**src/rtl/rf_pkg.sv**
```systemverilog
`timescale 1ns/1ps
package rf_pkg;

   typedef enum logic [1:0] {
      SRC_DIRECT  = 2'b00,
      SRC_OFFSET  = 2'b01,
      SRC_DEREF   = 2'b10,
      SRC_POSTINC = 2'b11
   } src_mode_e;

   // Entry roles; the read and write paths depend on these positions
   localparam int unsigned ROLE_PC = 0;
   localparam int unsigned ROLE_SP = 1;
   localparam int unsigned ROLE_SR = 2;
   localparam int unsigned ROLE_CG = 3;

   typedef enum logic [2:0] {
      SLOT_PC,
      SLOT_SP,
      SLOT_SR,
      SLOT_CONST,
      SLOT_GP
   } slot_kind_e;

   function automatic slot_kind_e slot_kind(input int unsigned i);
      if (i == ROLE_PC)      return SLOT_PC;
      else if (i == ROLE_SP) return SLOT_SP;
      else if (i == ROLE_SR) return SLOT_SR;
      else if (i == ROLE_CG) return SLOT_CONST;
      else                   return SLOT_GP;
   endfunction

endpackage

```
**src/rtl/rf_wr_decode.sv**
```systemverilog
`timescale 1ns/1ps
module rf_wr_decode #(
   parameter int unsigned NUM_REGS = 16,
   localparam int unsigned IDX_W   = $clog2(NUM_REGS)
) (
   input  logic                wr_en,
   input  logic [IDX_W-1:0]    wr_idx,
   output logic [NUM_REGS-1:0] hit
);
   import rf_pkg::*;

   for (genvar i = 0; i < NUM_REGS; i++) begin : g_hit
      if (slot_kind(i) == SLOT_CONST) begin : g_drop
         // writes to the constant source are dropped here
         assign hit[i] = 1'b0;
      end else begin : g_cmp
         assign hit[i] = wr_en && (wr_idx == IDX_W'(i));
      end
   end

endmodule

```
**src/rtl/rf_bank.sv**
```systemverilog
`timescale 1ns/1ps
module rf_bank #(
   parameter int unsigned DATA_W    = 16,
   parameter int unsigned NUM_REGS  = 16,
   parameter int unsigned PC_STEP   = 2,
   parameter int unsigned ALIGN_LSB = 1
) (
   input  logic                             clk,
   input  logic                             rst_n,
   input  logic [NUM_REGS-1:0]              hit,
   input  logic [DATA_W-1:0]                wr_data,
   input  logic                             pc_inc,
   input  logic                             flag_we,
   input  logic [DATA_W-1:0]                flag_mask,
   input  logic [DATA_W-1:0]                flag_val,
   output logic [NUM_REGS-1:0][DATA_W-1:0]  regs
);
   import rf_pkg::*;

   localparam logic [DATA_W-1:0] LOW_BITS   = DATA_W'((1 << ALIGN_LSB) - 1);
   localparam logic [DATA_W-1:0] ALIGN_KEEP = ~LOW_BITS;
   localparam logic [DATA_W-1:0] STEP       = DATA_W'(PC_STEP);

   for (genvar i = 0; i < NUM_REGS; i++) begin : g_slot
      if (slot_kind(i) == SLOT_CONST) begin : g_const
         logic unused_const_hit;
         assign unused_const_hit = hit[i];
         assign regs[i] = '0;
      end else if (slot_kind(i) == SLOT_PC) begin : g_pc
         logic [DATA_W-1:0] q;
         always_ff @(posedge clk or negedge rst_n) begin
            if (!rst_n)         q <= '0;
            else if (hit[i])    q <= wr_data & ALIGN_KEEP;
            else if (pc_inc)    q <= (q + STEP) & ALIGN_KEEP;
         end
         assign regs[i] = q;
      end else if (slot_kind(i) == SLOT_SP) begin : g_sp
         logic [DATA_W-1:0] q;
         always_ff @(posedge clk or negedge rst_n) begin
            if (!rst_n)         q <= '0;
            else if (hit[i])    q <= wr_data & ALIGN_KEEP;
         end
         assign regs[i] = q;
      end else if (slot_kind(i) == SLOT_SR) begin : g_sr
         logic [DATA_W-1:0] q;
         logic [DATA_W-1:0] merged;
         always_comb merged = (q & ~flag_mask) | (flag_val & flag_mask);
         always_ff @(posedge clk or negedge rst_n) begin
            if (!rst_n)         q <= '0;
            else if (hit[i])    q <= wr_data;
            else if (flag_we)   q <= merged;
         end
         assign regs[i] = q;
      end else begin : g_gp
         logic [DATA_W-1:0] q;
         always_ff @(posedge clk or negedge rst_n) begin
            if (!rst_n)         q <= '0;
            else if (hit[i])    q <= wr_data;
         end
         assign regs[i] = q;
      end
   end

endmodule

```
**src/rtl/rf_src_sel.sv**
```systemverilog
`timescale 1ns/1ps
module rf_src_sel #(
   parameter int unsigned DATA_W   = 16,
   parameter int unsigned NUM_REGS = 16,
   localparam int unsigned IDX_W   = $clog2(NUM_REGS)
) (
   input  logic [NUM_REGS-1:0][DATA_W-1:0] regs,
   input  logic [IDX_W-1:0]                idx,
   input  logic [1:0]                      mode,
   output logic [DATA_W-1:0]               data
);
   import rf_pkg::*;

   localparam logic [DATA_W-1:0] K_ZERO = '0;
   localparam logic [DATA_W-1:0] K_ONE  = DATA_W'(1);
   localparam logic [DATA_W-1:0] K_TWO  = DATA_W'(2);
   localparam logic [DATA_W-1:0] K_FOUR = DATA_W'(4);
   localparam logic [DATA_W-1:0] K_EIGHT= DATA_W'(8);
   localparam logic [DATA_W-1:0] K_ALL  = '1;

   src_mode_e m;
   logic [DATA_W-1:0] stored;

   always_comb begin
      m      = src_mode_e'(mode);
      stored = regs[idx];
      if (idx == IDX_W'(ROLE_CG)) begin
         unique case (m)
            SRC_DIRECT:  data = K_ZERO;
            SRC_OFFSET:  data = K_ONE;
            SRC_DEREF:   data = K_TWO;
            SRC_POSTINC: data = K_ALL;
            default:     data = K_ZERO;
         endcase
      end else if (idx == IDX_W'(ROLE_SR)) begin
         unique case (m)
            SRC_DIRECT:  data = stored;
            SRC_OFFSET:  data = K_ZERO;
            SRC_DEREF:   data = K_FOUR;
            SRC_POSTINC: data = K_EIGHT;
            default:     data = stored;
         endcase
      end else begin
         data = stored;
      end
   end

endmodule

```
**src/rtl/cpu_regfile.sv**
```systemverilog
`timescale 1ns/1ps
module cpu_regfile #(
   parameter int unsigned DATA_W    = 16,
   parameter int unsigned NUM_REGS  = 16,
   parameter int unsigned PC_STEP   = 2,
   parameter int unsigned ALIGN_LSB = 1,
   localparam int unsigned IDX_W    = $clog2(NUM_REGS)
) (
   input  logic              clk,
   input  logic              rst_n,
   input  logic [IDX_W-1:0]  rd_a_idx,
   input  logic [1:0]        rd_a_mode,
   output logic [DATA_W-1:0] rd_a_data,
   input  logic [IDX_W-1:0]  rd_b_idx,
   input  logic [1:0]        rd_b_mode,
   output logic [DATA_W-1:0] rd_b_data,
   input  logic              wr_en,
   input  logic [IDX_W-1:0]  wr_idx,
   input  logic [DATA_W-1:0] wr_data,
   input  logic              pc_inc,
   input  logic              flag_we,
   input  logic [DATA_W-1:0] flag_mask,
   input  logic [DATA_W-1:0] flag_val,
   output logic [DATA_W-1:0] pc_out,
   output logic [DATA_W-1:0] sr_out
);
   import rf_pkg::*;

   localparam int unsigned N_PORTS = 2;

   // elaboration-time parameter checks
   if (NUM_REGS < 4) begin : g_bad_depth
      $error("cpu_regfile: NUM_REGS must cover the four role entries");
   end
   if ((1 << IDX_W) != NUM_REGS) begin : g_bad_pow2
      $error("cpu_regfile: NUM_REGS must be a power of two");
   end
   if (DATA_W < 4) begin : g_bad_width
      $error("cpu_regfile: DATA_W too narrow for the constant 8");
   end
   if (ALIGN_LSB >= DATA_W) begin : g_bad_align
      $error("cpu_regfile: ALIGN_LSB must be below DATA_W");
   end

   logic [NUM_REGS-1:0]              hit;
   logic [NUM_REGS-1:0][DATA_W-1:0]  regs;

   rf_wr_decode #(.NUM_REGS(NUM_REGS)) u_dec (
      .wr_en  (wr_en),
      .wr_idx (wr_idx),
      .hit    (hit)
   );

   rf_bank #(
      .DATA_W    (DATA_W),
      .NUM_REGS  (NUM_REGS),
      .PC_STEP   (PC_STEP),
      .ALIGN_LSB (ALIGN_LSB)
   ) u_bank (
      .clk       (clk),
      .rst_n     (rst_n),
      .hit       (hit),
      .wr_data   (wr_data),
      .pc_inc    (pc_inc),
      .flag_we   (flag_we),
      .flag_mask (flag_mask),
      .flag_val  (flag_val),
      .regs      (regs)
   );

   logic [N_PORTS-1:0][IDX_W-1:0]  p_idx;
   logic [N_PORTS-1:0][1:0]        p_mode;
   logic [N_PORTS-1:0][DATA_W-1:0] p_data;

   assign p_idx  = {rd_b_idx,  rd_a_idx};
   assign p_mode = {rd_b_mode, rd_a_mode};

   for (genvar p = 0; p < N_PORTS; p++) begin : g_port
      rf_src_sel #(.DATA_W(DATA_W), .NUM_REGS(NUM_REGS)) u_sel (
         .regs (regs),
         .idx  (p_idx[p]),
         .mode (p_mode[p]),
         .data (p_data[p])
      );
   end

   assign rd_a_data = p_data[0];
   assign rd_b_data = p_data[1];
   assign pc_out    = regs[ROLE_PC];
   assign sr_out    = regs[ROLE_SR];

endmodule

```
**config.mk**
```make
export PLATFORM = sky130hd
export DESIGN_NAME = cpu_regfile
export DESIGN_NICKNAME = d
export VERILOG_FILES = /design/src/rtl/rf_pkg.sv /design/src/rtl/rf_wr_decode.sv /design/src/rtl/rf_bank.sv /design/src/rtl/rf_src_sel.sv /design/src/rtl/cpu_regfile.sv
export SDC_FILE = /design/constraint.sdc
export NUM_CORES = 1
export LEC_CHECK = 0
export BUFFER_PORTS_ARGS = -buffer_cell sky130_fd_sc_hd__buf_2
export CAP_MARGIN = 20
export CORE_MARGIN = 10
export CORE_UTILIZATION = 40
export CTS_CLUSTER_DIAMETER = 150
export DETAILED_ROUTE_END_ITERATION = 6
export GPL_TIMING_DRIVEN = 0
export MAX_ROUTING_LAYER = met4
export PLACE_DENSITY = 0.58
export SLEW_MARGIN = 15
export SYNTH_ARGS = -nofsm -noshare
export SYNTH_HDL_FRONTEND = slang
export SYNTH_SLANG_ARGS = --single-unit
```
**constraint.sdc**
```tcl
create_clock -name clk -period 1.95 [get_ports clk]
set_input_delay 0.0975 -clock clk [delete_from_list [all_inputs] [get_ports clk]]
set_output_delay 0.0975 -clock clk [all_outputs]
set_load 0.02 [all_outputs]
```
==> impl_metrics.ini <==
[critical_path]
startpoint_type = flip-flop
cp-end-kind = output port
cp_max_fo = 7
worst-endpoint-required_ns = 1.85
criticalPathCategory = flip-flop to output port
critPathArrivalTime_ns = 2.22

[floorplan]
dieArea_sq_um = 42400
ioPinCount = 133
initial_core_util_pct = 40.3
core_area_sq_um = 34300
fp-row-count = 68
die_w_um = 206
die_h_um = 206

[placement]
place_congestion = 0.948
dp.final_hpwl_um = 32800
placed_cells_incl_taps = 1681
place_area_sq_um = 15100
port_buffers = 122

[timing]
period_share_pct = 119
slew_viol_final = 0
hold_ws_ns = 0.0723
max_freq_mhz = 432
min_period_ns = 2.32
final-hold-violation-count = 0
worst_slew_pin_slew_ns = 1.05
skew_ns = 0.00659
relSlewSlack_pct = 30.0
fin_ws_ns = -0.365
setup_viol = 32
rsz0062_at_grt = true

[pwr]
p_leak_nw = 7.51
seq_power_share_pct = 39.3
power.internal_w = 0.0126
switching_share_pct = 31.6
ir_drop_uv = 697
power.density_nw_per_um2 = 1070
power_switching_w = 0.00582
pwr-share-comb_pct = 31.4
pwr-share-clk_pct = 29.4

[finish]
syn_to_final_growth_pct = 24.7
layout_common_cells = dfrtp_1 (235), mux2_2 (215), buf_2 (120), mux4_2 (81), buf_4 (75)
layout_commonest_cell = dfrtp_1
final_cells = 1801
nFillCells = 3023
final_core_util_pct = 50.3
fin_nets = 1393
fin_area_sq_um = 17200
drive_gt1_share_pct = 48.9

[logic_synthesis]
yosysTopAreaCell = dfrtp_1
yosysUniqueCellTypes = 53
avgSynthCellArea_sq_um = 12.5
async_flop_share_pct = 100
synthesis.area_sq_um = 13800
synth_fp_nets = 1172
synth_top_area_share_pct = 43.1
syn_inst = 1102
ys.flop_type = dfrtp_1
synth_seq_cells = 238
synth_edf_count = 0
yosysWarnings = 0
synth_area_leaders = dfrtp_1 (43%), mux2_2 (19%), mux4_2 (13%)
ys_seq_area_share_pct = 43.1

[drt]
via_count = 10400
finalWirelength_um = 45700
routed_via_density = 5.77
antenna_left = 0
dr.pass1.iters = 5
drt_iter0_drc = 915
wl_per_cell_um = 25.4
route.detailed.drc = 0

[cts]
h-tree-depth = 1
clockRootBuffer = clkbuf_16
cts_buffer_depth = 3
clock_latency_ns = 0.55
clkTransAtPathRegs_ns = 0.06
cts_tree = done
cts_buffers = 27
clock_sinks = 238

[status]
status = finished, violations left
violations = negative setup slack

[grt]
grt_pass1_wl_um = 68300
grt-ovfl-total = 0
grtUsageTotal_pct = 21.9
antenna_found_initial = 2
grt_pass1_vias = 10600
grt_max_degree = 97

[min_path]
hold_class = input port to asynchronous set/reset pin

[flow_run]
max_cap_viol_count = 0
==> logic make-up after synthesis <==
logic type | after synthesis | synth area share, %
other cells | 1 | 0.0271
compound gates | 134 | 6.62
xor+xnor | 16 | 1.01
simple gates | 186 | 6.08
buf+inv | 138 | 5.56
fa+ha+maj | 1 | 0.0905
mux | 388 | 37.5
flops | 238 | 43.1
==> timing repair <==
| item | 4_1_cts | 5_1_grt |
|---|---|---|
| setup endpoints to repair | 32 | 33 |
| endpoints found under the hold margin | 247 | 0 |
| resized for setup | 105 | 55 |
| buffers inserted | 15 | 4 |
| hold buffers | 50 | 0 |
| pin swaps | 14 | 13 |
==> power by group through the flow <==
| stage | Sequential [W] | Combinational (W) | Clock, W |
|---|---|---|---|
| after floorplan | 0.00688 | 0.00374 | 0 |
| after CTS | 0.00717 | 0.00560 | 0.00549 |
| after global placement | 0.00720 | 0.00495 | 0 |
| after detailed placement | 0.00727 | 0.00504 | 0 |
| final | 0.00724 | 0.00578 | 0.00542 |
| after global routing | 0.00740 | 0.00616 | 0.00566 |
==> sequential cells by signal, summed over array words and instances (netlist names), named ones only <==
register and flops:
u_bank.g_slot.g_gp.q 192, u_bank.g_slot.g_sp.q 15, u_bank.g_slot.g_pc.q 15
==> area by class of cell <==
type	instances	area, sq um	area share [%]
diodes	2	5.00	0.0290
plain buffers	129	754	4.37
clock buffers	37	763	4.43
clock inverters	13	178	1.03
inverters	8	32.5	0.189
multi-input cells	726	7530	43.7
flip-flops and latches	238	5960	34.6
well taps	455	569	3.30
repair buffers	193	1460	8.44
==> worst max-delay path, stage by stage (launching register included) <==
cell	delay [ns]
dfrtp_1	0.38
clkbuf_2	0.18
mux2i_2	0.22
o22ai_1	0.13
a211oi_2	0.32
o211ai_1	0.20
buf_4	0.24
==> worst paths after layout <==
kind / from / endpoint / slack (ns) / cells past startpoint
setup / recovery: u_bank.g_slot[0].g_pc.q[4] / rd_b_data[4] / -0.37 / 6
hold / removal: rst_n / u_bank.g_slot[11].g_gp.q[1] / 0.07 / 2
setup reg to reg: u_bank.g_slot[0].g_pc.q[4] / u_bank.g_slot[0].g_pc.q[15] / 0.15 / 5
hold reg to reg: u_bank.g_slot[10].g_gp.q[9] / u_bank.g_slot[10].g_gp.q[9] / 0.52 / 1
max in group asynchronous: rst_n / asynchronous set/reset pin / 1.02 / 3
min in group clk: wr_idx[2] / flip-flop / 0.23 / 5
==> synth_stat cells (4+ instances only) <==
library cell and n:
buf_4 42, a31oi_1 4, nor3_1 4, a21o_1 10, o21ai_0 6, inv_1 5
nor2_1 72, clkbuf_1 46, nand4_1 4, buf_2 31, a21oi_1 37, o211ai_1 17
dfrtp_1 238, o22ai_1 14, nand2_1 52, mux4_2 81, nand3b_1 5, mux2_2 234
nand2b_1 9, a221oi_1 4, a211oi_1 13, nand3_1 23, buf_6 7, mux2i_1 73
o221ai_1 12, xnor2_1 13
==> per-stage QoR <==
step | setup TNS (ns) | worst slack [ns] | power [W]
final | -7.18 | -0.365 | 0.0184
after global routing | -8.51 | -0.386 | 0.0192
after CTS | -7.46 | -0.351 | 0.0183
after detailed placement | -20.49 | -0.496 | 0.0123
after global placement | -883.46 | -3.66 | 0.0122
after floorplan | 0 | 0.147 | 0.0106
==> per-layer routing <==
metal  wire [um]  track usage, %
met1       20000            28.8
met2       21800            34.3
met3        2640            3.37
met4        1240            6.83
met5           0               -
Note: power is estimated with default switching activity, not from simulation.
